[src/rtl/pipe_hazard_ctl.sv]
module pipe_hazard_ctl #(
  parameter int AW = 5,
  parameter int DW = 32
) (
  input  logic          clk,
  input  logic          rst_n,
  input  logic [AW-1:0] id_rs,
  input  logic [AW-1:0] id_rt,
  input  logic          id_use_rs,
  input  logic          id_use_rt,
  input  logic          id_branch,
  input  logic          id_branch_ne,
  input  logic [DW-1:0] id_rs_data,
  input  logic [DW-1:0] id_rt_data,
  input  logic [AW-1:0] ex_rs,
  input  logic [AW-1:0] ex_rt,
  input  logic          ex_use_rs,
  input  logic          ex_use_rt,
  input  logic [AW-1:0] ex_rd,
  input  logic          ex_we,
  input  logic          ex_load,
  input  logic [AW-1:0] mem_rd,
  input  logic          mem_we,
  input  logic          mem_load,
  input  logic [DW-1:0] mem_alu_data,
  input  logic [AW-1:0] wb_rd,
  input  logic          wb_we,
  output logic [1:0]    ex_fwd_a,
  output logic [1:0]    ex_fwd_b,
  output logic          id_fwd_a,
  output logic          id_fwd_b,
  output logic          stall,
  output logic          bubble,
  output logic          br_taken
);

  localparam logic [1:0] SEL_RF  = 2'b00;
  localparam logic [1:0] SEL_WB  = 2'b01;
  localparam logic [1:0] SEL_MEM = 2'b10;

  logic mem_alu_ok, mem_ld_ok, wb_ok, ex_wr_ok;
  assign mem_alu_ok = mem_we && !mem_load && (mem_rd != '0);
  assign mem_ld_ok  = mem_we && mem_load && (mem_rd != '0);
  assign wb_ok      = wb_we && (wb_rd != '0);
  assign ex_wr_ok   = ex_we && (ex_rd != '0);

  function automatic logic [1:0] pick_ex(input logic use_r, input logic [AW-1:0] r,
                                         input logic m_ok, input logic [AW-1:0] m_rd,
                                         input logic w_ok, input logic [AW-1:0] w_rd);
    if (use_r && m_ok && (m_rd == r))      pick_ex = SEL_MEM;
    else if (use_r && w_ok && (w_rd == r)) pick_ex = SEL_WB;
    else                                   pick_ex = SEL_RF;
  endfunction

  assign ex_fwd_a = pick_ex(ex_use_rs, ex_rs, mem_alu_ok, mem_rd, wb_ok, wb_rd);
  assign ex_fwd_b = pick_ex(ex_use_rt, ex_rt, mem_alu_ok, mem_rd, wb_ok, wb_rd);

  assign id_fwd_a = id_use_rs && mem_alu_ok && (mem_rd == id_rs);
  assign id_fwd_b = id_use_rt && mem_alu_ok && (mem_rd == id_rt);

  logic ex_hit_a, ex_hit_b, ml_hit_a, ml_hit_b, load_use, br_wait;
  assign ex_hit_a = id_use_rs && ex_wr_ok && (ex_rd == id_rs);
  assign ex_hit_b = id_use_rt && ex_wr_ok && (ex_rd == id_rt);
  assign ml_hit_a = id_use_rs && mem_ld_ok && (mem_rd == id_rs);
  assign ml_hit_b = id_use_rt && mem_ld_ok && (mem_rd == id_rt);

  assign load_use = ex_load && (ex_hit_a || ex_hit_b);
  assign br_wait  = id_branch && (ex_hit_a || ex_hit_b || ml_hit_a || ml_hit_b);
  assign stall    = load_use || br_wait;
  assign bubble   = stall;

  logic [DW-1:0] cmp_a, cmp_b;
  assign cmp_a    = id_fwd_a ? mem_alu_data : id_rs_data;
  assign cmp_b    = id_fwd_b ? mem_alu_data : id_rt_data;
  assign br_taken = id_branch && !stall && ((cmp_a == cmp_b) ^ id_branch_ne);

  AST_NO_CODE3: assert property (@(posedge clk) disable iff (!rst_n) (ex_fwd_a != 2'b11) && (ex_fwd_b != 2'b11));
  AST_MEM_PRIO: assert property (@(posedge clk) disable iff (!rst_n) (ex_use_rs && mem_alu_ok && wb_ok && mem_rd == ex_rs && wb_rd == ex_rs) |-> ex_fwd_a == SEL_MEM);
  AST_ZERO_FWD: assert property (@(posedge clk) disable iff (!rst_n) (ex_rs == '0 && ex_rt == '0) |-> (ex_fwd_a == SEL_RF && ex_fwd_b == SEL_RF));
  AST_ZERO_STALL: assert property (@(posedge clk) disable iff (!rst_n) (id_rs == '0 && id_rt == '0) |-> !stall);
  AST_LOAD_ONE: assert property (@(posedge clk) disable iff (!rst_n) (stall && ex_load && !id_branch) |=> !stall);
  AST_NO_TAKE_STALL: assert property (@(posedge clk) disable iff (!rst_n) br_taken |-> (!bubble && id_branch));
  AST_WB_NO_IDFWD: assert property (@(posedge clk) disable iff (!rst_n) (id_use_rs && wb_ok && wb_rd == id_rs && !(mem_we && mem_rd == id_rs)) |-> !id_fwd_a);

endmodule

[config.mk]
export PLATFORM = sky130hd
export DESIGN_NAME = pipe_hazard_ctl
export DESIGN_NICKNAME = d
export VERILOG_FILES = /design/src/rtl/pipe_hazard_ctl.sv
export SDC_FILE = /design/constraint.sdc
export NUM_CORES = 1
export LEC_CHECK = 0
export ABC_AREA = 1
export BUFFER_PORTS_ARGS = -buffer_cell sky130_fd_sc_hd__buf_2
export CORE_MARGIN = 2
export CORE_UTILIZATION = 44
export DETAILED_ROUTE_END_ITERATION = 16
export PLACE_DENSITY = 0.85
export SYNTH_ARGS = -nofsm -noshare
export SYNTH_HDL_FRONTEND = slang
export SYNTH_SLANG_ARGS = --single-unit
[constraint.sdc]
create_clock -name vclk -period 1.6
set_clock_uncertainty 0.05 [all_clocks]
set_input_delay 0.08 -clock vclk [all_inputs]
set_output_delay 0.08 -clock vclk [all_outputs]
set_load 0.01 [all_outputs]
==> results of run 1 <==
-- critical path: stages --
cell and delay [ns]:
buf_2 0.13, inv_2 0.07, nand2_1 0.05, nand2_1 0.07, nand3_2 0.10, nor2_4 0.15
buf_4 0.17, buf_12 0.16, nand3_1 0.10, nand2_1 0.10, nand2_1 0.06, nand2_1 0.09
nand2_1 0.07, nor2_2 0.12, nand2_2 0.08, nor2_4 0.16, nand3_2 0.09, nand2_1 0.07
nor2_1 0.05, buf_2 0.13
-- synthesized netlist by cell type (2+ instances only) --
cell and instances:
nand4_1 4, o22ai_1 5, o2111ai_1 3, buf_4 9, a21oi_1 7, buf_6 4, clkbuf_1 3, inv_1 115
xor2_1 8, a221oi_1 4, nand2_2 2, buf_2 17, xnor2_1 5, nand2_1 331, inv_2 4, o21ai_1 12
nor4_1 4, nor2_2 3, nor2_1 19, o21ai_0 23, nand3_1 95, nand4_2 2
-- layout make-up --
cell class                      instances  area, sq um
Fill cell                             565         1936
Inverter                              119        461.7
Multi-Input combinational cell        535         2576
Tap cell                               80        100.1
Timing Repair Buffer                  223         1683
-- per-stage QoR --
stage	worst slack, ns	cell area (sq um)	TNS (ns)
after floorplan	-0.1965	3080	-0.1965
after global placement	-0.5851	4133	-1.061
after detailed placement	-0.6050	4133	-1.114
after CTS	-0.5421	4573	-0.8268
after global routing	-0.8176	4821	-1.547
final	-0.6333	4821	-1.085
-- cell families (layout without fill, tap and decap cells) --
kind of cell	after synthesis	after routing	synth area share, %
AO/OA/AOI/OAI	57	57	10.75
AND/OR/NAND/NOR	465	465	64.01
XOR/XNOR	13	13	3.734
buffers and inverters	152	342	21.50
-- layer usage --
metal	GRT usage (%)	wire, microns	vias to the layer above
li1	-	-	2498
met2	56.27	6233	310
met5	0	0	-
met3	3.507	1130	44
met1	34.03	4683	2145
met4	7.273	410	0
-- power groups by stage --
stage | Clock (mW) | Sequential, mW | Combinational, mW
after floorplan | 0 | 0 | 0.426
after global placement | 0 | 0 | 0.779
after detailed placement | 0 | 0 | 0.793
after CTS | 0 | 0 | 0.863
after global routing | 0 | 0 | 1.03
final | 0 | 0 | 0.932
-- worst paths after layout --
kind | from | endpoint | slack, ns
hold / removal | ex_use_rs | ex_fwd_a[0] | 0.46
setup / recovery | id_rs[1] | br_taken | -0.63
-- repair_timing --
| item | 4_1_cts | 5_1_grt |
|---|---|---|
| endpoints found under the setup margin | 3 | 3 |
| hold endpoints to repair | 0 | 0 |
| gates resized for setup | 53 | 41 |
| pin swaps | 21 | 44 |
| setup buffers | 11 | 7 |
| cloned | 5 | 3 |
==> results_dict.tcl, run 1 <==
set metrics [dict create \
    run_status "finished, violations left" \
    violations_in_the_final_reports "setup timing" \
    final_common_cell "nand2_1" \
    route.detailed.drc 0 \
    grt_use_total_pct 29.37 \
    synth.avg_cell_area_sq_um 4.438 \
    dpl.cell_count 931 \
    synth.largest_area_cell "nand2_1" \
    final_max_slew_viol_count 0 \
    final-seq-area_sq_um 0 \
    antenna_cells 0 \
    layout-drive-gt1-share_pct 31.93 \
    syn_nets 831 \
    drv.max_cap_violation_count 0 \
    ys_types 30 \
    sum_of_overflow_across_all_layers_after_global_routing 0 \
    flow.area_growth_from_synthesis_pct 58.10 \
    power_per_cell_area_nw_per_um2 193.3 \
    cp.arrival_ns 2.10 \
    power_uw 931.9 \
    synth_area_sq_um 3049 \
    share_clk_of_total_power_pct 0 \
    timing.critical_path.to_type "primary output" \
    netSwitchingFraction_pct 54.53 \
    criticalPathCategory "primary input to primary output" \
    global_route_wire_length_before_repair_microns 18790 \
    drtPass1Iterations 6 \
    static-leakage-power_nw 3.171 \
    finalSetupViolCount 3 \
    timing.slew.headroom_pct 70.95 \
    die_w_microns 87.25 \
    io_pins 153 \
    min_path_cells 4 \
    worst_pin_slew_ns 0.4301 \
    min_delay_worst_type "primary input to primary output" \
    totalWireLength_microns 12460 \
    synth.yosys.seq_area_share_pct 0 \
    timing.critical_path.required_ns 1.47 \
    post_syn_instances 687 \
    post-dp-hpwl_microns 8079 \
    post-synth-top-area-fraction_pct 40.75 \
    num_vias 4997 \
    power.net_switching_uw 508.1 \
    antenna_found_initial 0 \
    std_cell_rows 30 \
    layout.core_utilization_pct 71.35 \
    grt_pass1_vias 4361 \
    top_cells_by_area_synth "nand2_1, nand3_1, inv_1" \
    num-nets-final 1023 \
    finalCritPeriodShare_pct 139.6 \
    finalWeightedCongestion 0.8488 \
    count_of_input_and_output_buffers 151 \
    p_int_uw 423.8 \
    power.share.combinational_pct 100.0 \
    clockBufferCount 0 \
    irDropWorstVdd_mv 0.1453 \
    most_frequent_cells_in_the_layout "nand2_1, buf_2, inv_1, nand3_1, buf_4" \
    fin_worst_hold_slack_ns 0.4647 \
    grt_max_degree 38 \
    seq_power_share_pct 0 \
    die_area_sq_um 7612 \
    die_height_microns 87.25 \
    route.detailed.wl_per_inst_microns 13.02 \
    cp-start-kind "primary input" \
    floorplan.initialDensity_pct 45.13 \
    viasPerCell 5.222 \
    antenna_violating_nets_post_route 0 \
    synth-warning-count 0 \
    rsz0062_at_grt "true" \
    max_freq_mhz 447.8 \
    setup_ws_ns -0.6333 \
    cts.hold.buffers_added 0 \
    post-route-min-period_ns 2.233 \
    fp.coreArea_sq_um 6756 \
    drtIter0Drc 278 \
    n_sequential_cell 0 \
    final-hold-violation-count 0 \
    cp_max_fo 22 \
    layout.cells.non_filler 957 \
]
(Power assumes the default switching activity.)
==> run 2: changes to the inputs <==
Settings changed: CORE_UTILIZATION 44 to 35, PLACE_DENSITY 0.85 to 0.7.
==> run 2 against run 1 <==
  * The flow still finishes with violations (setup timing)
  * Sequential cell count did not move
  * First-iteration DRC count fell by 42%
  * Final cell count rose by 2.3%
  * Power fell by 5.3%
  * Worst setup slack improved by 0.084 ns
  * Largest power group unchanged
==> results_dict.tcl, run 2 (same netlist as run 1, synthesis figures left out) <==
set metrics [dict create \
    run_status "finished, violations left" \
    violations_in_the_final_reports "setup timing" \
    cp-start-kind "primary input" \
    flow.area_growth_from_synthesis_pct 53.43 \
    finalCritPeriodShare_pct 134.3 \
    layout.cells.non_filler 979 \
    antenna_violating_nets_post_route 0 \
    setup_total_negative_slack_ns -0.8532 \
    route.detailed.wl_per_inst_microns 10.96 \
    preCtsSetupSlack_ns -0.5693 \
    clockBufferCount 0 \
    cts.hold.buffers_added 0 \
    num_vias 4657 \
    final_common_cell "nand2_1" \
    final-seq-area_sq_um 0 \
    static-leakage-power_nw 3.094 \
    worst_pin_slew_ns 0.4148 \
    antenna_cells 0 \
    drtPass1Iterations 5 \
    rsz0062_at_grt "true" \
    grt_pass1_vias 4279 \
    io_pins 153 \
    min_delay_worst_type "primary input to primary output" \
    die_w_microns 97.34 \
    route.detailed.drc 0 \
    cp.arrival_ns 2.02 \
    viasPerCell 4.757 \
    finalSetupViolCount 3 \
    drv.max_cap_violation_count 0 \
    cpMaxStageDelayCell "nand2_4" \
    std_cell_rows 34 \
    floorplan.initialDensity_pct 35.48 \
    p_int_uw 411.9 \
    count_of_input_and_output_buffers 151 \
    most_frequent_cells_in_the_layout "nand2_1, buf_2, inv_1, nand3_1, buf_4" \
    max_freq_mhz 465.3 \
    layout.core_utilization_pct 54.44 \
    cp_max_fo 6 \
    criticalPathCategory "primary input to primary output" \
    setup_ws_ns -0.5493 \
    power.share.combinational_pct 100.0 \
    irDropWorstVdd_mv 0.1314 \
    timing.critical_path.required_ns 1.47 \
    netSwitchingFraction_pct 53.31 \
    totalWireLength_microns 10730 \
    finalWeightedCongestion 0.8515 \
    layout-drive-gt1-share_pct 31.23 \
    timing.slew.headroom_pct 71.99 \
    path_common_cell "nand2_1" \
    power_uw 882.2 \
    n_sequential_cell 0 \
    critical_path.cell_chain "buf_12 -> nor2_4 -> nand4_4 -> nand2_4 -> nor2_4 -> nand2_4 -> buf_12 -> buf_8 -> nand2_2 -> nand2_1 -> nand2_1 -> nand2_1 -> nand2_1 -> nor2_1 -> nand2_2 -> nor2_4 -> nand3_2 -> nand2_1 -> nor2_1 -> buf_2" \
    share_clk_of_total_power_pct 0 \
    num-nets-final 1017 \
    final-hold-violation-count 0 \
    power_per_cell_area_nw_per_um2 188.6 \
    power.net_switching_uw 470.3 \
    fp.coreArea_sq_um 8593 \
    post-route-min-period_ns 2.149 \
    sum_of_overflow_across_all_layers_after_global_routing 0 \
    timing.critical_path.to_type "primary output" \
    die_area_sq_um 9474 \
    antenna_found_initial 0 \
    final_max_slew_viol_count 0 \
    global_route_wire_length_before_repair_microns 17710 \
    dpl.cell_count 963 \
    drtIter0Drc 160 \
    grt_max_degree 35 \
    critical-path-max-stage-delay_ns 0.16 \
    post-dp-hpwl_microns 8182 \
    grt_use_total_pct 21.30 \
    die_height_microns 97.34 \
    seq_power_share_pct 0 \
]
## run 2: cell count changes in the layout (fill, tap and decap cells not counted), sizes merged
cell and delta:
buf -5, bufbuf -1
## run 2: power groups by stage
stage,clock network [mW],logic (mW),registers (mW)
after CTS,0,0.830,0
after detailed placement,0,0.789,0
after global placement,0,0.785,0
after global routing,0,0.996,0
after floorplan,0,0.426,0
final,0,0.882,0
## run 2: area by class of cell
cell class                      instances  area, sq um
Fill cell                             911         3915
Multi-Input combinational cell        535         2575
Timing Repair Buffer                  217         1509
Inverter                              119        459.2
Tap cell                              108        135.1
## run 2: final timing paths
| check | from | to | slack (ns) | cells after the start |
|---|---|---|---|---|
| min | id_branch_ne | br_taken | 0.46 | 4 |
| max | mem_rd[2] | br_taken | -0.55 | 20 |
## run 2: per-layer routing
metal | up-vias | wire length [microns] | track usage (%) | part of all wire [%]
li1 | 2488 | - | - | -
met1 | 2007 | 4667 | 26.52 | 43
met2 | 152 | 5269 | 39.74 | 49
met3 | 10 | 692 | 2.374 | 6.4
met4 | 0 | 102 | 3.846 | 0.95
met5 | - | 0 | 0 | 0
## run 2: metrics by stage
step | cell area, sq um | hold WS, ns
after floorplan | 3080 | 0.2396
after global placement | 4183 | 0.4640
after detailed placement | 4183 | 0.4451
after CTS | 4433 | 0.4712
after global routing | 4678 | 0.4850
final | 4678 | 0.4643
## run 2: timing repair
action	CTS	global route
buffers inserted	9	6
endpoints found under the setup margin	3	3
resized for setup	43	46
pin swaps	32	33
cloned	1	2
## run 2: critical path, delay by kind of cell
| kind | cells | cell delay [ns] |
|---|---|---|
| AND/OR/NAND/NOR | 16 | 1.39 |
| buffers and inverters | 4 | 0.54 |
